[src/rtl/ints_seq_pkg.sv]
package ints_seq_pkg;

   // Which source the squash arbiter serves in a cycle.
   typedef enum logic [1:0] {
      SQ_NONE = 2'd0,
      SQ_TRAP = 2'd1,
      SQ_CTX  = 2'd2
   } sq_src_e;

   // Entry condition: interrupt held, buffer drained, no store write-back left.
   function automatic logic drain_done(input logic held,
                                       input logic empty,
                                       input logic st_wait);
      return held & empty & ~st_wait;
   endfunction

endpackage

[src/rtl/ints_irq_latch.sv]
module ints_irq_latch #(
   parameter int CAUSE_W = 6
) (
   input  logic               clk,
   input  logic               rst,
   input  logic               irq_req,
   input  logic               irq_enable,
   input  logic [CAUSE_W-1:0] irq_cause,
   input  logic               sample_ok,
   input  logic               rob_empty,
   input  logic               stores_pending,
   output logic               held,
   output logic               enter,
   output logic               ack,
   output logic [CAUSE_W-1:0] ack_cause
);
   import ints_seq_pkg::*;

   logic [CAUSE_W-1:0] cause_q;

   always_comb enter = drain_done(held, rob_empty, stores_pending);

   always_ff @(posedge clk) begin
      if (rst) begin
         held      <= 1'b0;
         cause_q   <= '0;
         ack       <= 1'b0;
         ack_cause <= '0;
      end else begin
         ack <= enter;
         if (enter) begin
            held      <= 1'b0;
            ack_cause <= cause_q;
         end else if (!held && sample_ok && irq_req && irq_enable) begin
            held    <= 1'b1;
            cause_q <= irq_cause;
         end
      end
   end

   // Entry acknowledge only follows a cycle with a drained buffer.
   assert_enter_needs_drain_R4: assert property (@(posedge clk) disable iff (rst)
      ack |-> $past(rob_empty && !stores_pending));

   // A held interrupt persists while draining is incomplete.
   assert_fetch_hold_R3: assert property (@(posedge clk) disable iff (rst)
      (held && !(rob_empty && !stores_pending)) |=> held);

endmodule

[src/rtl/ints_trap_timer.sv]
module ints_trap_timer #(
   parameter int LAT_W = 8
) (
   input  logic             clk,
   input  logic             rst,
   input  logic             start,
   input  logic [LAT_W-1:0] latency,
   input  logic             clear,
   output logic             in_flight,
   output logic             expired
);
   logic [LAT_W-1:0] cnt;

   always_ff @(posedge clk) begin
      if (rst) begin
         in_flight <= 1'b0;
         expired   <= 1'b0;
         cnt       <= '0;
      end else if (start) begin
         in_flight <= 1'b1;
         expired   <= 1'b0;
         cnt       <= latency;
      end else if (clear) begin
         in_flight <= 1'b0;
         expired   <= 1'b0;
      end else if (in_flight && !expired) begin
         if (cnt == '0) expired <= 1'b1;
         else           cnt     <= cnt - 1'b1;
      end
   end

   // No trap may be scheduled while one is in flight.
   assert_no_restart_R5: assert property (@(posedge clk) disable iff (rst)
      start |-> !in_flight);

   // Expiry is only ever reported for a trap in flight.
   assert_expire_inflight_R6: assert property (@(posedge clk) disable iff (rst)
      expired |-> in_flight);

endmodule

[src/rtl/ints_squash_ctl.sv]
module ints_squash_ctl (
   input  logic clk,
   input  logic rst,
   input  logic trap_req,
   input  logic in_flight,
   input  logic tc_req,
   input  logic rob_empty,
   output logic trap_clear,
   output logic tc_pending,
   output logic trap_squash,
   output logic ctx_squash,
   output logic squashing
);
   import ints_seq_pkg::*;

   sq_src_e sel;

   always_comb begin
      if (trap_req)        sel = SQ_TRAP;
      else if (tc_pending) sel = SQ_CTX;
      else                 sel = SQ_NONE;
      trap_clear = (sel == SQ_TRAP);
   end

   always_ff @(posedge clk) begin
      if (rst) begin
         tc_pending  <= 1'b0;
         trap_squash <= 1'b0;
         ctx_squash  <= 1'b0;
         squashing   <= 1'b0;
      end else begin
         trap_squash <= (sel == SQ_TRAP);
         ctx_squash  <= (sel == SQ_CTX);
         if (sel == SQ_CTX)
            tc_pending <= 1'b0;
         else if (tc_req && !in_flight && !tc_pending)
            tc_pending <= 1'b1;
         if (sel != SQ_NONE)
            squashing <= 1'b1;
         else if (squashing && rob_empty)
            squashing <= 1'b0;
      end
   end

   // Both squash sources pending together is illegal.
   assert_exclusive_R10: assert property (@(posedge clk) disable iff (rst)
      !(trap_req && tc_pending));

   assert_trap_pulse_R11: assert property (@(posedge clk) disable iff (rst)
      trap_squash |=> !trap_squash);

   // A context squash never comes from a request made during a trap.
   assert_ctx_blocked_R8: assert property (@(posedge clk) disable iff (rst)
      ctx_squash |-> !$past(in_flight, 2));

   assert_squash_state_R7: assert property (@(posedge clk) disable iff (rst)
      trap_squash |-> squashing);

endmodule

[src/rtl/ints_trap_sequencer.sv]
module ints_trap_sequencer #(
   parameter int CAUSE_W = 6,
   parameter int LAT_W   = 8
) (
   input  logic               clk,
   input  logic               rst,
   input  logic               irq_req,
   input  logic [CAUSE_W-1:0] irq_cause,
   input  logic               irq_enable,
   input  logic               rob_empty,
   input  logic               stores_pending,
   input  logic               ctx_squash_req,
   input  logic [LAT_W-1:0]   trap_latency,
   output logic               irq_to_fetch,
   output logic               irq_ack,
   output logic [CAUSE_W-1:0] irq_ack_cause,
   output logic               trap_pending,
   output logic               trap_squash,
   output logic               ctx_squash,
   output logic               thread_squashing
);
   generate
      if (CAUSE_W < 1 || LAT_W < 1) begin : g_bad_cfg
         $error("ints_trap_sequencer: CAUSE_W and LAT_W must be at least 1");
      end
   endgenerate

   logic held, enter, sample_ok;
   logic in_flight, expired, trap_clear, tc_pending;

   assign sample_ok    = !in_flight && !tc_pending;
   assign irq_to_fetch = held;
   assign trap_pending = in_flight;

   ints_irq_latch #(.CAUSE_W(CAUSE_W)) u_latch (
      .clk            (clk),
      .rst            (rst),
      .irq_req        (irq_req),
      .irq_enable     (irq_enable),
      .irq_cause      (irq_cause),
      .sample_ok      (sample_ok),
      .rob_empty      (rob_empty),
      .stores_pending (stores_pending),
      .held           (held),
      .enter          (enter),
      .ack            (irq_ack),
      .ack_cause      (irq_ack_cause)
   );

   ints_trap_timer #(.LAT_W(LAT_W)) u_timer (
      .clk       (clk),
      .rst       (rst),
      .start     (enter),
      .latency   (trap_latency),
      .clear     (trap_clear),
      .in_flight (in_flight),
      .expired   (expired)
   );

   ints_squash_ctl u_ctl (
      .clk         (clk),
      .rst         (rst),
      .trap_req    (expired),
      .in_flight   (in_flight),
      .tc_req      (ctx_squash_req),
      .rob_empty   (rob_empty),
      .trap_clear  (trap_clear),
      .tc_pending  (tc_pending),
      .trap_squash (trap_squash),
      .ctx_squash  (ctx_squash),
      .squashing   (thread_squashing)
   );

   // Fetch notice never rises out of a cycle with a trap pending.
   assert_sample_gate_R2: assert property (@(posedge clk) disable iff (rst)
      $rose(irq_to_fetch) |-> !$past(trap_pending));

   // Entry drops the fetch notice and raises trap status together.
   assert_entry_handoff_R4: assert property (@(posedge clk) disable iff (rst)
      irq_ack |-> (trap_pending && !irq_to_fetch));

endmodule

[config.mk]
export PLATFORM = sky130hd
export DESIGN_NAME = ints_trap_sequencer
export DESIGN_NICKNAME = d
export VERILOG_FILES = /design/src/rtl/ints_seq_pkg.sv /design/src/rtl/ints_irq_latch.sv /design/src/rtl/ints_trap_timer.sv /design/src/rtl/ints_squash_ctl.sv /design/src/rtl/ints_trap_sequencer.sv
export SDC_FILE = /design/constraint.sdc
export NUM_CORES = 1
export LEC_CHECK = 0
export CAP_MARGIN = 30
export CORE_MARGIN = 10
export CORE_UTILIZATION = 45
export CTS_CLUSTER_SIZE = 25
export DETAILED_ROUTE_END_ITERATION = 10
export GPL_TIMING_DRIVEN = 0
export HOLD_SLACK_MARGIN = 0.08
export PLACE_DENSITY_LB_ADDON = 0.15
export SYNTH_ARGS = -nofsm -noshare
export SYNTH_HDL_FRONTEND = slang
export SYNTH_SLANG_ARGS = --single-unit
[constraint.sdc]
create_clock -name clk -period 1.9 [get_ports clk]
set_input_delay 0.57 -clock clk [delete_from_list [all_inputs] [get_ports clk]]
set_output_delay 0.57 -clock clk [all_outputs]
set_load 0.02 [all_outputs]
Word level (Yosys, flattened, before mapping)
Cells that the tools add are included.
W data, S select, Z words.
- $add $sub $neg: 1
- equality and inequality tests: 4
- multiplexer cells: 10
- bitwise gates (word level): 4
- reduce and logical (&&, ||, !) cells: 23
- operators by type and width (kind ; number):
    $mux W8 ; 4
    $logic_and A1 B1 Y1 ; 8
    $logic_not A8 Y1 ; 1
    $reduce_bool A2 Y1 ; 4
    $sub A8 B1 Y8 const B ; 1
    $logic_not A1 Y1 ; 4
    $mux W1 ; 4
    $mux W2 ; 2
    $ne A2 B2 Y1 const B ; 2
    $reduce_and A2 Y1 ; 2
    $reduce_or A2 Y1 ; 2
    $reduce_and A3 Y1 ; 1
    $reduce_or A3 Y1 ; 1
    $and A1 B1 Y1 ; 2
    $eq A2 B1 Y1 const B ; 1
    $eq A2 B2 Y1 const B ; 1
    $not A1 Y1 ; 2
- bits in registers: 28
- bits of input ports: 21
- output and inout port bits: 12
- logic and storage cells: 53

Logic depth before layout (Yosys ltp)
Gate-level depths: netlist of the first run.
- word-level depth: 6
- gate-level depth with buffers: 6
- mapped depth without buffers: 6

Hierarchy
A second synthesis of the first run with hierarchy kept.
- cells, all modules: 136
- area, all modules: 1337.5 um2
- by module, submodules not included (module ; times used ; cells an instance ; area an instance (um2) ; seq. area each (um2)):
    ints_trap_timer ; 1 ; 69 ; 623.1 ; 200.2
    ints_irq_latch ; 1 ; 53 ; 580.6 ; 280.3
    ints_squash_ctl ; 1 ; 13 ; 130.1 ; 80.1
    ints_trap_sequencer ; 1 ; 1 ; 3.8 ; 0.0

Least setup slack after synthesis of the first run
OpenSTA, ideal clock, no wires.
- kind: reg-to-reg
- from: reg u_timer.cnt[0]
- to: reg u_timer.cnt[4]
- library setup time: 0.091 ns
- arrival time: 1.513 ns
- data required time: 1.809 ns
- setup slack: 0.296 ns
- cell stages (with the launch flop): 7
- path buffers: 0
- cell sequence: dfxtp_1 inv_1 ha_1 nor3b_1 and2_1 or4_1 a311oi_1
- cells in the longest elaborated chain, start to end: 5
- RTL lines (element ; line ; source):
    start, declared ; ints_trap_timer.sv:12 ; logic [LAT_W-1:0] cnt;
    start signal, assigned ; ints_trap_timer.sv:22 ; cnt <= latency;
    start signal, assigned ; ints_trap_timer.sv:28 ; else cnt <= cnt - 1'b1;
    $sub A8 B1 Y8 ; ints_trap_timer.sv:28 ;
    $mux W8 ; ints_trap_timer.sv:27 ; if (cnt == '0) expired <= 1'b1;
    $mux W8 ; ints_trap_timer.sv:26 ; end else if (in_flight && !expired) begin
    $mux W8 ; ints_trap_timer.sv:23 ; end else if (clear) begin
    $mux W8 ; ints_trap_timer.sv:19 ; end else if (start) begin
Several ways; a longest one is shown, not always the timed one. The select of a mux whose other input is x is not followed.
A chain may end at the register's enable or synchronous reset.

Worst setup path after layout of the first run
- from: reg u_ctl.trap_squash
- to: out trap_squash
- RTL lines (element ; line ; source):
    start, declared ; ints_squash_ctl.sv:10 ; output logic trap_squash,
    start signal, assigned ; ints_squash_ctl.sv:32 ; trap_squash <= (sel == SQ_TRAP);
    end, declared ; ints_trap_sequencer.sv:18 ; output logic trap_squash,
No word-level cell between the ends.

==> run_results.csv, run 1 <==
group,metric,value,unit
clock_tree,cts_buffers,3,
worst_setup_path,crit_family,"buffers and inverters",
synth,synth-seq-area-share,0.477,
timing,setup_viol,0,
grt,grt_pass1_vias,947,
worst_setup_path,ff2ff_path_depth,6,
synth,synthArstFlopShare,0,
worst_setup_path,critPathKind,"register to output pin",
worst_setup_path,critPathLaunch,"u_ctl.trap_squash",
timing,post-route-min-period,1.83,ns
final_layout,finalCoreUtilization,0.642,
synth,ys.flop_type,"dfxtp_1",
final_layout,drive_gt1_frac,0.0545,
worst_hold_path,hp-class,"register to register",
drt,dr.pass1.iters,4,
clock_tree,cts.clk_slew.worst_paths,0.16,ns
timing,slew_viol_final,0,
worst_setup_path,r2r_setup_slack,0.12,ns
pwr,leakagePower,0.671,nW
worst_setup_path,cp.depth,1,
timing,fmax,546,MHz
timing,relSlewSlack,0.662,
timing,final.setup_skew,0.0105,ns
final_layout,fillers,225,
placement,gp_congestion,0.853,
worst_setup_path,r2r_start,"u_timer.cnt[0]",
grt,grt_pass1_wl,4.68,mm
final_layout,antenna_cells,0,
clock_tree,clk_latency,0.33,ns
synth,synth_nets,153,
final_layout,fin_nets,189,
floorplan,core,2480,sq um
timing,tightestPinTransition,0.507,ns
drt,drt-total-wl,2.98,mm
pwr,peakVddDrop,0.523,mV
drt,ant_nets,0,
drt,drc,0,
timing,fin_crit_sh,0.964,
pwr,power_density,745,nW/um^2
worst_setup_path,worstReg2RegEnd,"u_timer.cnt[4]",
final_layout,area_growth,35.4,%
clock_tree,post_cts_buffers,0,
synth,ys_seq_elements,28,
drt,avgRoutedWirePerCell,15.3,microns
drt,avgViaCountPerCell,5.27,
floorplan,ios,33,
timing,fin_hold_ws,0.465,ns
floorplan,rows,18,
clock_tree,cts_tree,"done",
floorplan,die_y,71.1,microns
synth,synth_area_leaders,"dfxtp_1, nor2_1, mux2i_1",
worst_setup_path,worstPathMaxFanout,1,
final_layout,finalInstanceArea,1590,sq um
synth,synth_edf_count,0,
final_layout,multiInputGateArea,584,sq um
timing,hold_viol,0,
timing,rsz0062_at_grt,"no",
synth,yosys_warnings,0,
worst_setup_path,cpMaxStageDelayCell,"clkdlybuf4s50_1",
worst_setup_path,max_stage_delay,0.59,ns
job,cap_violations,0,
grt,globalRouteOverflowTotal,0,
worst_setup_path,crit_arrival,1.26,ns
status,outcome,"finished, final reports clean",
placement,place_hpwl,2.20,mm
floorplan,initial_utilization,0.474,
clock_tree,cts.sinks,28,
floorplan,die-area,5050,sq um
grt,grt_max_degree,17,
worst_setup_path,crit_chain,"clkdlybuf4s50_1",
grt,antenna_found_initial,0,
placement,io_buffers,31,
clock_tree,cts-root-buf,"clkbuf_4",
grt,grt.total_usage,0.112,
drt,drt_iter0_drc,78,
timing,setup_ws,0.0677,ns
clock_tree,clk_path_buf_depth,2,
synth,ys_types,32,
placement,postPlaceCellArea,1520,sq um
worst_setup_path,worst-path-buf-inv,1,
synth,yosys.area.top_type,"dfxtp_1",
worst_setup_path,critPathLaunchType,"register",
worst_setup_path,worstSetupEndpoint,"trap_squash",
final_layout,seq_area,561,sq um
placement,post-place-ws,-0.120,ns
synth,avgSynthCellArea,9.04,sq um
synth,synth_area,1170,sq um
floorplan,die_x,71.1,microns
clock_tree,htreeDepth,1,
drt,dr_total_vias,1027,
synth,syn_inst,130,
synth,synth_top_area_frac,0.477,
worst_setup_path,cp.required,1.33,ns
worst_setup_path,cp-end-kind,"output pin",
## where the power goes
part           switching, W  total, W  leakage [nW]  internal, W
Combinational     0.0000749  0.000163         0.416    0.0000882
Sequential        0.0000199  0.000629         0.227     0.000609
Clock              0.000179  0.000392        0.0279     0.000213
## worst min-delay path, cell delays in order, from the launching register on
cell and delay [ns]:
dfxtp_1 0.34, nand2_1 0.05, a21oi_1 0.05
## stage by stage
step / instances / total power (W) / TNS, ns
2_1_floorplan: 130 / 0.000730 / 0
3_3_place_gp: 191 / 0.000799 / -0.706
5_1_grt: 195 / 0.00123 / 0
3_5_place_dp: 191 / 0.000804 / -0.932
4_1_cts: 195 / 0.00119 / 0
6_report: 195 / 0.00118 / 0
## Yosys cell counts, drive strengths merged (3+ instances only)
master / instances
a211oi: 7
clkbuf: 4
o21ai: 3
nor2b: 3
nor4: 3
nor2: 19
mux2i: 7
a21oi: 12
dfxtp: 28
nand2: 16
buf: 3
## metal layers
layer / global-route usage / part of all wire
met1: 0.135 / 0.45
met5: 0 / 0
met4: 0.0387 / 0.0044
met3: 0.0363 / 0.061
met2: 0.181 / 0.49
## flip-flops by register name (all words and copies together) (netlist names)
name / cells
u_timer.cnt: 8
u_latch.ack_cause: 6
u_latch.cause_q: 6
u_ctl.ctx_squash: 1
u_ctl.squashing: 1
u_ctl.tc_pending: 1
u_ctl.trap_squash: 1
u_latch.ack: 1
u_latch.held: 1
u_timer.expired: 1
u_timer.in_flight: 1
## cells in the final DEF, fill, tap and decap left out, drive strengths merged, types with 2 or more instances in the layout
cell type / synthesis / final
nand2b: 2 / 2
nor2b: 3 / 3
inv: 2 / 2
a21oi: 12 / 12
nor3b: 2 / 2
clkbuf: 4 / 7
ha: 2 / 2
dfxtp: 28 / 28
nor3: 2 / 2
dlymetal6s2s: 0 / 6
mux2i: 7 / 7
nor4: 3 / 3
a211oi: 7 / 7
clkdlybuf4s50: 0 / 21
buf: 3 / 3
nor2: 19 / 19
dlygate4sd2: 0 / 4
nand2: 16 / 16
xnor2: 2 / 2
o21ai: 3 / 3
## timing repair
item                       in CTS  in global routing
setup endpoints to repair       4                  9
resized for setup               4                  7
cloned                          0                  0
hold buffers                    0                  0
## kinds of logic after synthesis
group | synth area share
fa+ha+maj | 0.0213
buf+inv | 0.0298
xor+xnor | 0.0149
mux | 0.0596
flops | 0.477
simple gates | 0.249
compound gates | 0.148
## how the worst min path moves through the flow
stage,depth (start not counted),slack [ns],to,startpoint
final,2,0.47,u_latch.ack_cause[3],u_latch.cause_q[3]
after global routing,2,0.48,u_latch.ack_cause[3],u_latch.cause_q[3]
after CTS,2,0.47,u_latch.ack_cause[3],u_latch.cause_q[3]
after detailed placement,2,0.45,u_latch.ack_cause[3],u_latch.cause_q[3]
after global placement,2,0.44,u_latch.ack_cause[5],u_latch.cause_q[5]
after floorplan,2,0.43,u_latch.ack_cause[0],u_latch.cause_q[0]
## cell type report
type                            instances  area share
Tap cell                               30      0.0236
Inverter                                2     0.00472
Clock buffer                            3      0.0142
Multi-Input combinational cell         93       0.367
Buffer                                  7      0.0173
Clock inverter                          1      0.0189
Sequential cell                        28       0.352
Timing Repair Buffer                   31       0.201
(Power assumes the default switching activity.)
==> inputs of run 2 (changes only) <==
- CORE_UTILIZATION: 45 -> 42
- clock period: 1.9 -> 1.55 ns (I/O delays scaled with it)
==> run 2 against run 1 <==
Clock-buffer cell count unchanged. The run now ends with setup timing left. Highest routed layer unchanged. Setup slack worse by 0.22 ns. Critical path depth up 5. Clock skew down 0.0085 ns. Critical path type is now register to register.
==> run_results.csv, run 2 (synthesis gave the netlist of run 1 again) <==
group,metric,value,unit
final_layout,fin_nets,192,
grt,grt_pass1_vias,1008,
timing,post-route-min-period,1.70,ns
clock_tree,ctsHoldBuffers,0,
drt,dr.pass1.iters,6,
drt,avgViaCountPerCell,5.36,
worst_hold_path,hp-class,"register to register",
drt,drc,0,
floorplan,die-area,5310,sq um
clock_tree,cts-root-buf,"clkbuf_4",
final_layout,layout.cells.most_common_list,"dfxtp_1, nor2_1, clkdlybuf4s50_1, nand2_1, a21oi_1",
pwr,power_density,902,nW/um^2
final_layout,top_regs,"u_timer.cnt (8), u_latch.ack_cause (6), u_latch.cause_q (6)",
timing,rsz0062_at_grt,"yes",
worst_setup_path,cp-end-kind,"register",
placement,place_hpwl,2.16,mm
placement,gp_congestion,0.777,
clock_tree,htreeDepth,1,
timing,hold_viol,0,
grt,grt_max_degree,17,
timing,tightestPinTransition,0.473,ns
timing,fmax,589,MHz
clock_tree,cts_tree,"done",
placement,io_buffers,31,
worst_setup_path,critPathKind,"register to register",
floorplan,rows,19,
grt,globalRouteOverflowTotal,0,
pwr,power,0.00148,W
drt,avgRoutedWirePerCell,14.9,microns
timing,fin_crit_sh,1.10,
worst_setup_path,worstPathMaxFanout,4,
clock_tree,cts.sinks,28,
worst_setup_path,cp.required,1.80,ns
grt,grt.total_usage,0.110,
timing,setup_viol,4,
clock_tree,cts_buffers,3,
floorplan,ios,33,
grt,antenna_found_initial,0,
worst_setup_path,r2r_setup_slack,-0.15,ns
final_layout,antenna_cells,0,
floorplan,die_x,72.9,microns
timing,setup_ws,-0.148,ns
status,outcome,"finished, violations left",
placement,postPlaceCellArea,1540,sq um
clock_tree,cts.clk_slew.worst_paths,0.15,ns
final_layout,layout_commonest_cell,"dfxtp_1",
clock_tree,clk_path_buf_depth,2,
floorplan,core,2710,sq um
final_layout,finalCoreUtilization,0.604,
grt,grt_pass1_wl,4.69,mm
timing,tns,-0.343,ns
timing,final.setup_skew,0.00200,ns
floorplan,initial_utilization,0.434,
final_layout,largest_register_ffs,8,
drt,ant_nets,0,
clock_tree,clk_latency,0.33,ns
final_layout,largest-register,"u_timer.cnt",
drt,drt_iter0_drc,48,
drt,drt-total-wl,2.96,mm
final_layout,area_growth,39.3,%
final_layout,finalInstanceArea,1640,sq um
final_layout,fillers,243,
worst_setup_path,critPathLaunchType,"register",
status,violations,"setup timing",
pwr,peakVddDrop,0.881,mV
drt,dr_total_vias,1067,
timing,relSlewSlack,0.684,
worst_setup_path,crit_arrival,1.95,ns
floorplan,die_y,72.9,microns
timing,slew_viol_final,0,
pwr,leakagePower,0.613,nW
final_layout,drive_gt1_frac,0.161,
job,cap_violations,0,
-- run 2: worst paths after layout --
check                      from                   end  depth (start not counted)
max              u_timer.cnt[0]        u_timer.cnt[4]                          6
min          u_latch.cause_q[4]  u_latch.ack_cause[4]                          2
max reg2reg      u_timer.cnt[0]        u_timer.cnt[4]                          6
min reg2reg  u_latch.cause_q[4]  u_latch.ack_cause[4]                          2
-- run 2: through the flow --
stage / setup slack, ns / hold WS (ns) / cells
final: -0.148 / 0.464 / 199
after global placement: -0.365 / 0.438 / 192
after floorplan: 0.00133 / 0.431 / 130
after global routing: -0.233 / 0.495 / 199
after CTS: -0.113 / 0.468 / 198
after detailed placement: -0.397 / 0.449 / 192
-- run 2: timing repair --
action	in CTS	in global routing
resized for setup	19	14
cloned	0	0
setup endpoints to repair	16	12
pin swaps	1	6
buffers inserted	2	1
-- run 2: area by class of cell --
class	instances	area (sq um)	share of cell area
Clock buffer	3	22.5	0.0138
Timing Repair Buffer	34	323	0.197
Buffer	7	31.3	0.0191
Tap cell	31	38.8	0.0237
Clock inverter	1	30.0	0.0183
Multi-Input combinational cell	93	621	0.379
Sequential cell	28	563	0.344
Inverter	2	7.51	0.00459
-- run 2: critical path: stages, from the launching register on --
cell and delay (ns):
dfxtp_2 0.38, inv_2 0.05, ha_4 0.15, nor3b_4 0.15, and2_4 0.15, or4_4 0.47
a311oi_2 0.27
-- run 2: power by group --
part	internal [W]	total [W]	switching [W]
clock	0.000262	0.000477	0.000216
combinational	0.000127	0.000227	0.000100
sequential	0.000747	0.000772	0.0000253
-- run 2: per-layer routing --
| layer | track usage | wire [microns] | up-vias |
|---|---|---|---|
| met5 | 0 | 0 | - |
| met4 | 0.0169 | 29 | 0 |
| met3 | 0.0517 | 189 | 4 |
| met1 | 0.118 | 1180 | 503 |
| met2 | 0.193 | 1560 | 23 |
| li1 | - | - | 537 |
